[config.mk]
export PLATFORM = sky130hd
export DESIGN_NAME = ecpPortRegs
export DESIGN_NICKNAME = d
export VERILOG_FILES = /design/src/rtl/ecpRegsPkg.sv /design/src/rtl/ecpFifo.sv /design/src/rtl/ecpCtrl.sv /design/src/rtl/ecpPortRegs.sv
export SDC_FILE = /design/constraint.sdc
export NUM_CORES = 1
export LEC_CHECK = 0
export BUFFER_PORTS_ARGS = -buffer_cell sky130_fd_sc_hd__buf_2
export CORE_MARGIN = 8
export CORE_UTILIZATION = 50
export DETAILED_ROUTE_END_ITERATION = 10
export PLACE_DENSITY = 0.76
export SYNTH_ARGS = -nofsm -noshare
export SYNTH_HDL_FRONTEND = slang
export SYNTH_SLANG_ARGS = --single-unit
[constraint.sdc]
create_clock -name clk -period 3.3 [get_ports clk]
set_input_delay 0.33 -clock clk [delete_from_list [all_inputs] [get_ports clk]]
set_output_delay 0.33 -clock clk [all_outputs]
set_load 0.05 [all_outputs]
[src/rtl/ecpRegsPkg.sv]
package ecpRegsPkg;
  localparam int BYTE_W = 8;
  localparam logic [2:0] MODE_FIFO_TEST = 3'b110;
  localparam logic [2:0] MODE_CONFIG    = 3'b111;
  localparam logic [7:0] CFGA_VALUE     = 8'h10;

  typedef struct packed {
    logic fifoPush;
    logic fifoPop;
    logic ecrWrite;
  } ctrlStrobes_t;
endpackage

[src/rtl/ecpFifo.sv]
module ecpFifo #(
  parameter int DEPTH = 16,
  parameter int WIDTH = 8,
  localparam int PTR_W = $clog2(DEPTH),
  localparam int CNT_W = $clog2(DEPTH + 1)
) (
  input  logic             clk,
  input  logic             rstN,
  input  logic             push,
  input  logic             pop,
  input  logic [WIDTH-1:0] pushData,
  output logic [WIDTH-1:0] headData,
  output logic [CNT_W-1:0] count,
  output logic             full,
  output logic             empty
);
  localparam logic [CNT_W-1:0] FULL_LVL = CNT_W'(DEPTH);
  localparam logic [PTR_W-1:0] LAST_PTR = PTR_W'(DEPTH - 1);

  logic [WIDTH-1:0] store [DEPTH];
  logic [PTR_W-1:0] wrPtr, rdPtr;
  logic doPush, doPop;

  assign full   = (count == FULL_LVL);
  assign empty  = (count == '0);
  assign doPush = push && !full;
  assign doPop  = pop && !empty;
  assign headData = store[rdPtr];

  always_ff @(posedge clk) begin
    if (doPush) store[wrPtr] <= pushData;
  end

  always_ff @(posedge clk or negedge rstN) begin
    if (!rstN) begin
      wrPtr <= '0;
      rdPtr <= '0;
      count <= '0;
    end else begin
      if (doPush) wrPtr <= (wrPtr == LAST_PTR) ? '0 : wrPtr + 1'b1;
      if (doPop)  rdPtr <= (rdPtr == LAST_PTR) ? '0 : rdPtr + 1'b1;
      if (doPush && !doPop)      count <= count + 1'b1;
      else if (doPop && !doPush) count <= count - 1'b1;
    end
  end
endmodule

[src/rtl/ecpCtrl.sv]
module ecpCtrl
  import ecpRegsPkg::*;
#(
  parameter int ADDR_W     = 11,
  parameter int DEPTH      = 16,
  parameter int WR_THRESH  = 8,
  parameter int RD_THRESH  = 8,
  localparam int CNT_W = $clog2(DEPTH + 1)
) (
  input  logic              clk,
  input  logic              rstN,
  input  logic [ADDR_W-1:0] addr,
  input  logic              wrEn,
  input  logic              rdEn,
  input  logic [BYTE_W-1:0] wrData,
  input  logic              faultN,
  input  logic              termCount,
  input  logic              dirIn,
  input  logic              irqLineIn,
  input  logic [BYTE_W-1:0] fifoHead,
  input  logic [CNT_W-1:0]  fifoCount,
  input  logic              fifoFull,
  input  logic              fifoEmpty,
  output ctrlStrobes_t      strb,
  output logic [BYTE_W-1:0] rdData,
  output logic [BYTE_W-1:0] ecrValue,
  output logic              serviceIntr,
  output logic              dmaReqEn,
  output logic              intrPulse
);
  localparam logic [ADDR_W-1:0] OFS_ID0 = ADDR_W'(11'h400);
  localparam logic [ADDR_W-1:0] OFS_ID1 = ADDR_W'(11'h401);
  localparam logic [ADDR_W-1:0] OFS_ECR = ADDR_W'(11'h402);
  localparam logic [CNT_W-1:0]  FREE_LVL = CNT_W'(DEPTH - WR_THRESH);
  localparam logic [CNT_W-1:0]  FILL_LVL = CNT_W'(RD_THRESH);

  logic [2:0] mode;
  logic faultDis, dmaEn;
  logic condNow, condPrev, faultPrev;
  logic svcEvent, faultEvent;

  // bus decode into strobes for the datapath
  always_comb begin
    strb.fifoPush = wrEn && (addr == OFS_ID0) && (mode == MODE_FIFO_TEST);
    strb.fifoPop  = rdEn && (addr == OFS_ID0) && (mode == MODE_FIFO_TEST);
    strb.ecrWrite = wrEn && (addr == OFS_ECR);
  end

  assign ecrValue = {mode, faultDis, dmaEn, serviceIntr, fifoFull, fifoEmpty};

  always_comb begin
    rdData = '0;
    if (rdEn) begin
      if (addr == OFS_ECR)
        rdData = ecrValue;
      else if (addr == OFS_ID1 && mode == MODE_CONFIG)
        rdData = {1'b0, irqLineIn, 6'b0};
      else if (addr == OFS_ID0 && mode == MODE_CONFIG)
        rdData = CFGA_VALUE;
      else if (addr == OFS_ID0 && mode == MODE_FIFO_TEST && !fifoEmpty)
        rdData = fifoHead;
    end
  end

  // service condition selected by DMA enable and direction
  always_comb begin
    if (dmaEn)      condNow = termCount;
    else if (dirIn) condNow = (fifoCount >= FILL_LVL);
    else            condNow = (fifoCount <= FREE_LVL);
  end

  assign svcEvent   = condNow && !condPrev && !serviceIntr;
  assign faultEvent = (!faultDis && faultPrev && !faultN) ||
                      (strb.ecrWrite && faultDis && !wrData[4] && !faultN);
  assign dmaReqEn   = dmaEn && !serviceIntr;

  always_ff @(posedge clk or negedge rstN) begin
    if (!rstN) begin
      mode        <= 3'b000;
      faultDis    <= 1'b1;
      dmaEn       <= 1'b0;
      serviceIntr <= 1'b0;
      condPrev    <= 1'b1;
      faultPrev   <= 1'b1;
      intrPulse   <= 1'b0;
    end else begin
      condPrev  <= condNow;
      faultPrev <= faultN;
      intrPulse <= svcEvent || faultEvent;
      if (strb.ecrWrite) begin
        mode     <= wrData[7:5];
        faultDis <= wrData[4];
        dmaEn    <= wrData[3];
      end
      if (svcEvent)           serviceIntr <= 1'b1;
      else if (strb.ecrWrite) serviceIntr <= wrData[2];
    end
  end
endmodule

[src/rtl/ecpPortRegs.sv]
module ecpPortRegs
  import ecpRegsPkg::*;
#(
  parameter int ADDR_W    = 11,
  parameter int DEPTH     = 16,
  parameter int WR_THRESH = 8,
  parameter int RD_THRESH = 8,
  localparam int CNT_W = $clog2(DEPTH + 1)
) (
  input  logic              clk,
  input  logic              rstN,
  input  logic [ADDR_W-1:0] addr,
  input  logic              wrEn,
  input  logic              rdEn,
  input  logic [BYTE_W-1:0] wrData,
  output logic [BYTE_W-1:0] rdData,
  input  logic              faultN,
  input  logic              termCount,
  input  logic              dirIn,
  input  logic              irqLineIn,
  output logic              dmaReqEn,
  output logic              intrPulse
);
  ctrlStrobes_t      strb;
  logic [BYTE_W-1:0] fifoHead, ecrValue;
  logic [CNT_W-1:0]  fifoCount;
  logic              fifoFull, fifoEmpty, serviceIntr;

  ecpFifo #(.DEPTH(DEPTH), .WIDTH(BYTE_W)) fifo_i (
    .clk(clk), .rstN(rstN),
    .push(strb.fifoPush), .pop(strb.fifoPop), .pushData(wrData),
    .headData(fifoHead), .count(fifoCount), .full(fifoFull), .empty(fifoEmpty)
  );

  ecpCtrl #(.ADDR_W(ADDR_W), .DEPTH(DEPTH), .WR_THRESH(WR_THRESH),
            .RD_THRESH(RD_THRESH)) ctrl_i (
    .clk(clk), .rstN(rstN), .addr(addr), .wrEn(wrEn), .rdEn(rdEn),
    .wrData(wrData), .faultN(faultN), .termCount(termCount), .dirIn(dirIn),
    .irqLineIn(irqLineIn), .fifoHead(fifoHead), .fifoCount(fifoCount),
    .fifoFull(fifoFull), .fifoEmpty(fifoEmpty), .strb(strb), .rdData(rdData),
    .ecrValue(ecrValue), .serviceIntr(serviceIntr), .dmaReqEn(dmaReqEn),
    .intrPulse(intrPulse)
  );
endmodule

After elaboration in Yosys (flattened, before gate mapping)
Memory sizes are Yosys's and may differ from the RTL's.
Index checks and enable logic that the tools add are counted.
{"block": "totals", "out_inout_bits": 10, "ff_bits": 22, "n_memories": 1, "wordCells": 75, "ramBits": 128}
{"name": "fifo_i.store", "words": 16, "width": 8, "read_ports": 1, "rd_ports_with_merged_regs": 0, "wr": 1, "line_no": "ecpFifo.sv:20", "source": "logic [WIDTH-1:0] store [DEPTH];"}
{"block": "classes", "reduce_logical": 35, "n_addsub": 4, "n_lt_le_gt_ge": 2, "eq_ne": 8, "mux": 15}
{"operator": "8-bit 2-to-1 mux", "count": 5}
{"operator": "11-bit == test (second input constant)", "count": 3}
{"operator": "1-bit logical AND", "count": 21}
{"operator": "5-bit 2-to-1 mux", "count": 2}
{"operator": "1-bit zero test", "count": 9}
{"operator": "4-bit by 1-bit adder with 4-bit output (second input constant)", "count": 2}
{"operator": "4-bit == test (second input constant)", "count": 2}
{"operator": "4-bit 2-to-1 mux", "count": 2}
{"operator": "3-bit == test (second input constant)", "count": 2}
{"operator": "1-bit 2-to-1 mux", "count": 6}
{"operator": "5-bit by 1-bit adder with 5-bit output (second input constant)", "count": 1}
{"operator": "5-bit == test (second input constant)", "count": 1}
{"operator": "5-bit by 4-bit >= comparator with 1-bit output (second input constant)", "count": 1}
{"operator": "5-bit by 4-bit less-or-equal comparator with 1-bit output (second input constant)", "count": 1}
{"operator": "5-bit zero test", "count": 1}
{"operator": "5-bit by 1-bit subtractor with 5-bit output (second input constant)", "count": 1}
{"operator": "2-bit nonzero test", "count": 2}
{"operator": "1-bit logical OR", "count": 2}

Depth between registers and ports, before layout
Gate-level depths: netlist of the first run.
{"block": "logic_depth", "ltp_word": 8, "ltp_mapped": 12, "ltp_nobuf": 11}

Modules after synthesis
From an unflattened synthesis of the first run, not the netlist that was laid out.
{"block": "hier_totals", "cells_unflattened": 409, "area_unflattened_um2": 6606.3}
{"module": "ecpFifo", "instances": 1, "area_per_inst_um2": 5919.4, "cells_per_inst": 327, "seq_area_each_um2": 4169.0}
{"module": "ecpCtrl", "instances": 1, "area_per_inst_um2": 686.9, "cells_per_inst": 82, "seq_area_each_um2": 229.0}

Worst setup path after synthesis of the first run
Ideal clock, no wire load.
{"block": "synth_path", "path_kind": "input port to flip-flop", "startpoint": "input addr[2]", "endpoint": "register fifo_i.count[4]", "t_arrival_ns": 3.092, "path_slack_ns": 0.129, "setup_ns": 0.079, "cell_stages": 12, "path_buffers": 1, "required_time_ns": 3.221, "cell_sequence": "or4b_4 -> nor3_4 -> and4_1 -> buf_4 -> ha_1 -> inv_1 -> ha_1 -> nor2b_1 -> o21a_1 -> or3_1 -> a21oi_1 -> xor2_1"}
{"block": "synth_via", "elab_chain_cells": 7, "word_cells_on_any_way": 13, "classes_between": "1 x eq/ne; 1 x mux; 11 x reduce/logical"}
{"element": "start: declaration", "line_no": "ecpPortRegs.sv:12", "source": "input logic [ADDR_W-1:0] addr,"}
{"element": "11-bit == test *", "line_no": "ecpCtrl.sv:44", "source": "strb.fifoPush = wrEn && (addr == OFS_ID0) && (mode == MODE_FIFO_TEST);"}
{"element": "1-bit logical AND * (2 in series)", "line_no": "ecpCtrl.sv:44"}
{"element": "1-bit logical AND *", "line_no": "ecpFifo.sv:26", "source": "assign doPush = push && !full;"}
{"element": "named net fifo_i.doPush", "line_no": "ecpFifo.sv:22", "source": "logic doPush, doPop;"}
{"element": "1-bit zero test", "line_no": "ecpFifo.sv:43", "source": "else if (doPop && !doPush) count <= count - 1'b1;"}
{"element": "1-bit logical AND", "line_no": "ecpFifo.sv:43"}
{"element": "2-bit nonzero test (no line)"}
{"element": "end signal: assignment", "line_no": "ecpFifo.sv:42", "source": "if (doPush && !doPop) count <= count + 1'b1;"}
{"element": "end signal: assignment", "line_no": "ecpFifo.sv:43"}
{"element": "end: declaration", "line_no": "ecpFifo.sv:13", "source": "output logic [CNT_W-1:0] count,"}
The timed path passes the listed nets; every way through them passes the cells marked *.
A chain may end at the register's enable or synchronous reset.

Final worst setup path of the first run
{"block": "layout_path", "startpoint": "register fifo_i.count[1]", "endpoint": "register fifo_i.count[4]"}
{"block": "layout_via", "elab_chain_cells": 6, "word_cells_on_any_way": 15, "classes_between": "2 x add/sub; 1 x eq/ne; 2 x mux; 10 x reduce/logical"}
{"element": "parallel branches: the longest is 6 deep, another holds 5-bit by 1-bit subtractor with 5-bit output"}
Parallel ways; which one is timed is not known. The select of a mux whose other input is x is not followed.

==> results of run 1 <==
==> Yosys cell counts (8+ instances only) <==
cell,count,share of area
ha_1,9,0.018
dfrtp_1,19,0.076
mux4_2,32,0.12
o21ai_0,10,0.0080
o22ai_1,10,0.010
nand2_1,21,0.013
edfxtp_1,128,0.61
nor2_1,15,0.0090
inv_1,9,0.0054
clkbuf_1,8,0.0048
==> timing repair <==
item / in CTS / in global routing
hold endpoints to repair: 19 / 0
gates resized for setup: 0 / 1
hold buffers: 1 / 0
setup endpoints to repair: 0 / 1
==> flip-flops by register name (all words and copies together), names as in the netlist <==
signal / count
fifo_i.store: 128
fifo_i.count: 5
fifo_i.rdPtr: 4
fifo_i.wrPtr: 4
ctrl_i.mode: 3
ctrl_i.condPrev: 1
ctrl_i.dmaEn: 1
ctrl_i.faultDis: 1
ctrl_i.faultPrev: 1
ctrl_i.intrPulse: 1
ctrl_i.serviceIntr: 1
==> layout make-up <==
| cell class | instances | area (µm²) | area share |
|---|---|---|---|
| clock buffers | 19 | 433 | 0.0587 |
| clock inverters | 13 | 155 | 0.0210 |
| inverters | 9 | 33.8 | 0.00458 |
| multi-input cells | 183 | 1750 | 0.238 |
| flip-flops and latches | 150 | 4400 | 0.597 |
| well taps | 172 | 215 | 0.0292 |
| repair buffers | 63 | 385 | 0.0523 |
==> placed cells by master (no fill, tap or decap), types with 9 or more instances in the layout <==
cell and n:
nand2_1 21, o21ai_0 10, buf_4 26, buf_2 36
clkbuf_16 17, ha_1 9, mux4_2 32, nor2_1 15
dfrtp_1 19, inv_1 9, o22ai_1 10, edfxtp_1 128
==> final timing paths <==
path / end
max: fifo_i.count[4]
min: ctrl_i.faultPrev
max reg2reg: fifo_i.count[4]
min reg2reg: fifo_i.count[0]
max in group asynchronous: ctrl_i.faultDis
min in group asynchronous: fifo_i.wrPtr[0]
==> critical path: stages, from the launching register on <==
cell,delay [ns]
dfrtp_1,0.42
or3_1,0.41
or3b_1,0.41
and4_1,0.24
ha_1,0.24
inv_1,0.13
ha_1,0.28
nor2b_1,0.15
o21a_1,0.18
or3_1,0.33
a21oi_2,0.15
xor2_1,0.15
==> through the flow <==
step / std cells / cell area, µm² / setup slack (ns) / hold slack (ns)
after floorplan: 357 / 6250 / 0.129 / 0.0344
after global placement: 576 / 6770 / 0.228 / 0.334
after detailed placement: 576 / 6770 / 0.0771 / 0.344
after CTS: 609 / 7370 / 0.107 / 0.0295
after global routing: 609 / 7370 / 0.00251 / 0.0354
final: 609 / 7370 / 0.135 / 0.0434
==> power groups by stage <==
stage	Sequential (mW)	Clock (mW)	Combinational, mW
floorplan	2.11	0	0.00915
global placement	2.10	0	0.0595
detailed placement	2.10	0	0.0635
CTS	2.07	1.95	0.0643
global route	2.07	2.02	0.0702
finish	2.07	1.93	0.0633
==> logic make-up (layout without fill, tap and decap cells) <==
family / after synthesis / after routing / share of synthesized area
adder cells (fa/ha/maj): 10 / 10 / 0.0212
flip-flops: 150 / 150 / 0.703
AND/OR/NAND/NOR: 77 / 77 / 0.0680
AO/OA/AOI/OAI: 51 / 51 / 0.0542
XOR/XNOR: 6 / 6 / 0.00840
multiplexers: 39 / 39 / 0.128
buffers and inverters: 24 / 104 / 0.0172
==> metal layers <==
metal | track usage | vias to the layer above
li1 | - | 1556
met1 | 0.222 | 1852
met2 | 0.285 | 190
met3 | 0.0503 | 30
met4 | 0.0601 | 0
met5 | 0 | -
==> impl_metrics.toml, run 1 <==
[timing]
maxSlewHeadroom = 0.624
fmax_ghz = 0.316
rsz0062_at_grt = "false"
fin_skew_ns = 0.00764
period_needed_ns = 3.16
setup_viol = 0
slew_violations = 0
min_period_over_period = 0.959
finalSetupTns_ns = 0
worst_pin_slew_ns = 0.564
hold_violations = 0

[grt]
grt_pass1_vias = 3713
grt.total_usage = 0.175
grt_max_degree = 33
grt_pass1_wl_mm = 21.1
grt_antenna_before_repair = 0
gr-total-overflow = 0

[clock_network]
numCtsBuffers = 17
insertion_delay_ns = 0.41
clockBufferDepth = 2
clk_pin_slew_worst_paths_ns = 0.06
htreeDepth = 4
cts_root_buf = "clkbuf_16"
cts.sinks = 150
tritoncts = "yes"
postCtsSetupBuffers = 0

[critical_path]
arrival_ns = 3.50
rr_startpoint = "fifo_i.count[1]"
critPathRequiredTime_ns = 3.64
end_kind = "flip-flop"
critPathLaunch = "fifo_i.count[1]"
crit_path_start_kind = "flip-flop"
path_class = "reg -> reg"
reg2reg_depth = 11
cp_max_fo = 4
r2r_slack_ns = 0.14

[floorplanning]
die_y_um = 128
core_region_area_um2 = 12400
rows = 41
io-pin-count = 37
initial_core_util = 0.504
dieWidth_um = 128
die-area_um2 = 16300

[route]
postRouteAntennaNets = 0
top_layer_used = "met4"
first_pass_iters = 7
wl_per_cell_um = 22.1
wl_met2_mm = 6.77
dr_wl_met3_mm = 1.06
wl_met1_mm = 5.40
wl_mm = 13.5
vias_per_cell = 5.96
first_iter_violations = 384
drc = 0
dr_total_vias = 3628

[power]
p_sw_frac = 0.195
p_sw_mw = 0.789
power_density_nw_per_um2 = 550
peakVddDrop_mv = 0.354
leakagePower_nw = 2.61
internal-power_mw = 3.27
power_frac_clock = 0.475
seq_power_share = 0.509
total_power_mw = 4.05
p_comb_frac = 0.016

[synth]
yosysWarningCount = 0
synth_edf_count = 128
synthCells = 357
syn_area_um2 = 6250
synth.avg_cell_area_um2 = 17.5
synth-async-reset-ratio = 0.147
synth_seq_cells = 150
synth_nets = 394
synthDistinctLibCells = 52
synth_flop_cell = "edfxtp_1"
ys_seq_area_frac = 0.703

[hold_path]
hold_path.class = "in -> reg"
min_from = "faultN"
holdPathStages = 1

[status]
status = "finished clean"

[placement]
hpwl_mm = 8.57
finalWeightedCongestion = 0.827
port_buffers = 36

[cells_and_area]
drive_gt1_frac = 0.323
fin_util = 0.594
antenna_cells = 0
fill_cells = 941
areaGrowthSynthToFinish_pct = 17.9
nNetsFinal = 461

[job]
cap_violations = 0
No activity file was read; power rests on OpenSTA's default activity.
==> run 2: changes to the inputs <==
PLACE_DENSITY = 0.78   (was 0.76)
clock period = 2.9 ns   (was 3.3 ns; I/O delays follow)
==> impl_metrics.toml, run 2 (synthesized netlist as in run 1, its figures left out) <==
[clock_network]
clockBufferDepth = 2
cts_root_buf = "clkbuf_16"
tritoncts = "yes"
cts.sinks = 150
numCtsBuffers = 17
clk_pin_slew_worst_paths_ns = 0.06
insertion_delay_ns = 0.42
htreeDepth = 4

[timing]
fmax_ghz = 0.351
period_needed_ns = 2.85
setup_viol = 0
setup_slack_ns = 0.0487
worst_pin_slew_ns = 0.558
hold_violations = 0
maxSlewHeadroom = 0.628
slew_violations = 0
fin_skew_ns = 0.00820
min_period_over_period = 0.983
rsz0062_at_grt = "true"
finalSetupTns_ns = 0

[cells_and_area]
areaGrowthSynthToFinish_pct = 22.0
fin_cells = 628
antenna_cells = 0
nNetsFinal = 480
drive_gt1_frac = 0.382
final_cell_mix = "edfxtp_1, buf_4, buf_2, mux4_2, nand2_1"
top_regs = "fifo_i.store: 128 flops, fifo_i.count: 5 flops"
largest_register_ffs = 128
largest-register = "fifo_i.store"
layout_commonest_cell = "edfxtp_1"

[critical_path]
critPathLaunch = "fifo_i.count[1]"
cpPeakStageDelay_ns = 0.40
critPathRequiredTime_ns = 3.24
slowest_stage = "or3_4"
arrival_ns = 3.19
critPathMostFrequentCell = "or3_4"
rr_startpoint = "fifo_i.count[1]"
end_kind = "flip-flop"
worst-path-buf-inv = 1
crit_path_start_kind = "flip-flop"
path_class = "reg -> reg"
cp_cell_sequence = "or3_4, or3b_4, and4_4, ha_4, inv_2, ha_1, nor2b_1, o21a_1, or3_4, a21oi_2, xor2_1"
cp_top_family = "simple AND/OR/NAND/NOR gates"
cp_max_fo = 3

[floorplanning]
dieWidth_um = 128
io-pin-count = 37
rows = 41
die-area_um2 = 16300
initial_core_util = 0.504
die_y_um = 128
core_region_area_um2 = 12400

[power]
internal-power_mw = 3.75
peakVddDrop_mv = 0.337
total_power_mw = 4.70
leakagePower_nw = 2.75
power_frac_clock = 0.484
p_comb_frac = 0.016
p_sw_frac = 0.203
power_density_nw_per_um2 = 616
p_sw_mw = 0.952
seq_power_share = 0.500

[route]
wl_per_cell_um = 21.6
wl_mm = 13.6
vias_per_cell = 5.75
drc = 0
postRouteAntennaNets = 0
first_pass_iters = 5
dr_total_vias = 3613
first_iter_violations = 335

[job]
cap_violations = 0

[placement]
hpwl_mm = 9.03
placedCellCount = 593
dp_slack_ns = -0.106
port_buffers = 36
finalWeightedCongestion = 0.879

[grt]
grt_pass1_vias = 3845
gr-total-overflow = 0
grt_antenna_before_repair = 0
grt.total_usage = 0.175
grt_max_degree = 29
grt_pass1_wl_mm = 20.8

[hold_path]
hold_path.class = "in -> reg"
min_from = "termCount"

[status]
status = "finished clean"
==> run 2: worst register-to-register path, stage by stage (launching register included) <==
cell and delay (ns):
dfrtp_1 0.38, or3_4 0.40, or3b_4 0.40, and4_4 0.19, ha_4 0.16, inv_2 0.05, ha_1 0.23, nor2b_1 0.14
o21a_1 0.18, or3_4 0.33, a21oi_2 0.16, xor2_1 0.15
==> run 2: through the flow <==
step / hold WS (ns) / utilization / cell area (µm²)
finish: 0.103 / 0.614 / 7630
global route: 0.102 / 0.614 / 7630
CTS: 0.0932 / 0.612 / 7600
detailed placement: 0.284 / 0.560 / 6960
global placement: 0.282 / 0.560 / 6960
floorplan: -0.00559 / - / 6290
==> run 2: repair_timing <==
item	in CTS	in global routing
resized for setup	2	7
gates cloned	0	0
endpoints found under the setup margin	1	2
pin swaps	0	2
buffers inserted	0	1
hold buffers	2	0
endpoints found under the hold margin	20	0
==> run 2: final cells by class <==
cell class,instances,area (µm²)
Sequential cell,150,4400
Inverter,9,33.8
Timing Repair Buffer,82,556
Tap cell,172,215
Clock buffer,17,425
Multi-Input combinational cell,183,1810
Clock inverter,15,190
Fill cell,887,4790
==> run 2: power by group through the flow <==
stage          combinational [mW]  sequential, mW  clock (mW)
6_report                   0.0741            2.35        2.27
5_1_grt                    0.0805            2.35        2.39
4_1_cts                    0.0746            2.35        2.30
3_5_place_dp               0.0716            2.39           0
3_3_place_gp               0.0677            2.39           0
2_1_floorplan              0.0104            2.40           0
==> run 2: worst paths after layout <==
path,cells after the start,slack [ns],endpoint
worst max-delay path,11,0.05,fifo_i.count[4]
worst min-delay path,3,0.10,ctrl_i.condPrev
worst max register to register,11,0.05,fifo_i.count[4]
worst min register to register,2,0.54,ctrl_i.intrPulse
max in group asynchronous,2,2.17,ctrl_i.faultDis
min in group asynchronous,2,0.37,fifo_i.wrPtr[3]
==> run 2: per-layer routing <==
layer  track usage  share of wire  vias up
li1              -              -     1596
met1         0.210           0.41     1862
met2         0.296           0.52      141
met3        0.0428          0.061       14
met4        0.0741          0.013        0
met5             0              0        -
==> run 3: changes to the inputs <==
PLACE_DENSITY = 0.76   (was 0.78)
clock period = 3.13 ns   (was 2.9 ns; I/O delays follow)
==> impl_metrics.toml, run 3 (synthesized netlist as in run 1, its figures left out) <==
[critical_path]
rr_startpoint = "fifo_i.count[1]"
critPathLaunch = "fifo_i.count[1]"
cp_cell_sequence = "or3_1, or3b_1, and4_4, ha_4, inv_1, ha_1, nor2b_1, o21a_1, or3_1, a21oi_2, xor2_1"
arrival_ns = 3.36
cpPeakStageDelay_ns = 0.43
critPathRequiredTime_ns = 3.47
cp_top_family = "simple AND/OR/NAND/NOR gates"
path_class = "reg -> reg"
crit_path_start_kind = "flip-flop"
end_kind = "flip-flop"
critPathMostFrequentCell = "or3_1"
path_depth = 11
worst-path-buf-inv = 1
worstReg2RegEnd = "fifo_i.count[4]"
slowest_stage = "or3b_1"
reg2reg_depth = 11
cp_max_fo = 4
r2r_slack_ns = 0.11

[route]
wl_mm = 13.2
drc = 0
top_layer_used = "met4"
dr_total_vias = 3560
first_pass_iters = 5
first_iter_violations = 403
wl_per_cell_um = 21.5
vias_per_cell = 5.82
wl_met2_mm = 6.63
wl_met1_mm = 5.29
dr_wl_met3_mm = 1.04
postRouteAntennaNets = 0

[clock_network]
clockBufferDepth = 2
tritoncts = "yes"
htreeDepth = 4
insertion_delay_ns = 0.42
cts.sinks = 150
numCtsBuffers = 17
cts_root_buf = "clkbuf_16"
postCtsSetupBuffers = 0
clk_pin_slew_worst_paths_ns = 0.06

[cells_and_area]
top_regs = "fifo_i.store: 128 flops, fifo_i.count: 5 flops"
areaGrowthSynthToFinish_pct = 18.6
multi_input_area_um2 = 1770
drive_gt1_frac = 0.339
antenna_cells = 0
regArea_um2 = 4400
fin_cells = 612
layout_commonest_cell = "edfxtp_1"
largest_register_ffs = 128
nNetsFinal = 465
fin_util = 0.597
largest-register = "fifo_i.store"
final_cell_mix = "edfxtp_1, buf_2, mux4_2, buf_4, nand2_1"
fill_cells = 903

[timing]
period_needed_ns = 3.02
setup_slack_ns = 0.107
maxSlewHeadroom = 0.632
slew_violations = 0
fmax_ghz = 0.331
min_period_over_period = 0.966
rsz0062_at_grt = "false"
worst_pin_slew_ns = 0.546
hold_violations = 0
finalSetupTns_ns = 0
setup_viol = 0
fin_skew_ns = 0.00975

[grt]
grt_max_degree = 33
grt_pass1_wl_mm = 20.7
grt.total_usage = 0.171
gr-total-overflow = 0
grt_antenna_before_repair = 0
grt_pass1_vias = 3658

[floorplanning]
core_region_area_um2 = 12400
initial_core_util = 0.504
die_y_um = 128
rows = 41
die-area_um2 = 16300
dieWidth_um = 128
io-pin-count = 37

[placement]
hpwl_mm = 8.72
finalWeightedCongestion = 0.800
placedCellCount = 580
dp_slack_ns = 0.0246
port_buffers = 36

[job]
cap_violations = 0

[power]
leakagePower_nw = 2.63
power_density_nw_per_um2 = 568
peakVddDrop_mv = 0.411

[hold_path]
holdPathStages = 1
min_from = "faultN"
hold_end = "ctrl_i.faultPrev"
hold_path.class = "in -> reg"

[status]
status = "finished clean"
[run 3: worst max-delay path by stage]
| stage | end | slack [ns] |
|---|---|---|
| floorplan | rdData[1] | -0.002 |
| global placement | fifo_i.count[4] | 0.11 |
| detailed placement | fifo_i.count[4] | 0.02 |
| CTS | fifo_i.count[4] | 0.02 |
| global route | fifo_i.count[4] | 0.009 |
| finish | fifo_i.count[4] | 0.11 |
[run 3: stage by stage]
stage               hold WS [ns]  cell area (µm²)  power, mW
floorplan                 0.0174             6270       2.23
global placement           0.317             6830       2.28
detailed placement         0.324             6830       2.29
CTS                      0.00966             7410       4.25
global route              0.0147             7420       4.34
finish                    0.0310             7420       4.22
[run 3: area by class of cell]
cell class / count / share of cell area
flip-flops and latches: 150 / 0.593
multi-input cells: 183 / 0.238
repair buffers: 67 / 0.0577
clock buffers: 17 / 0.0574
well taps: 172 / 0.0290
clock inverters: 14 / 0.0202
inverters: 9 / 0.00455
[run 3: metal layers]
layer | GRT usage | vias to the layer above
li1 | - | 1570
met1 | 0.221 | 1806
met2 | 0.278 | 170
met3 | 0.0449 | 14
met4 | 0.0545 | 0
met5 | 0 | -
[run 3: what timing repair did]
item / CTS / global route
hold endpoints to repair: 19 / 0
hold buffers: 1 / 0
gates resized for setup: 0 / 3
endpoints found under the setup margin: 0 / 1
[run 3: worst register-to-register path, delay by kind of cell, from the launching register on]
family                   cells  cell delay (ns)
AO/OA/AOI/OAI                2             0.32
XOR/XNOR                     1             0.15
adder cells (fa/ha/maj)      2             0.44
buffers and inverters        1             0.10
flip-flops                   1             0.41
AND/OR/NAND/NOR              5             1.52
[run 3: where the power goes]
part / internal (mW) / switching, mW
Sequential: 2.17 / 0.00319
Combinational: 0.0191 / 0.0481
Clock: 1.18 / 0.796
Total: 3.37 / 0.848
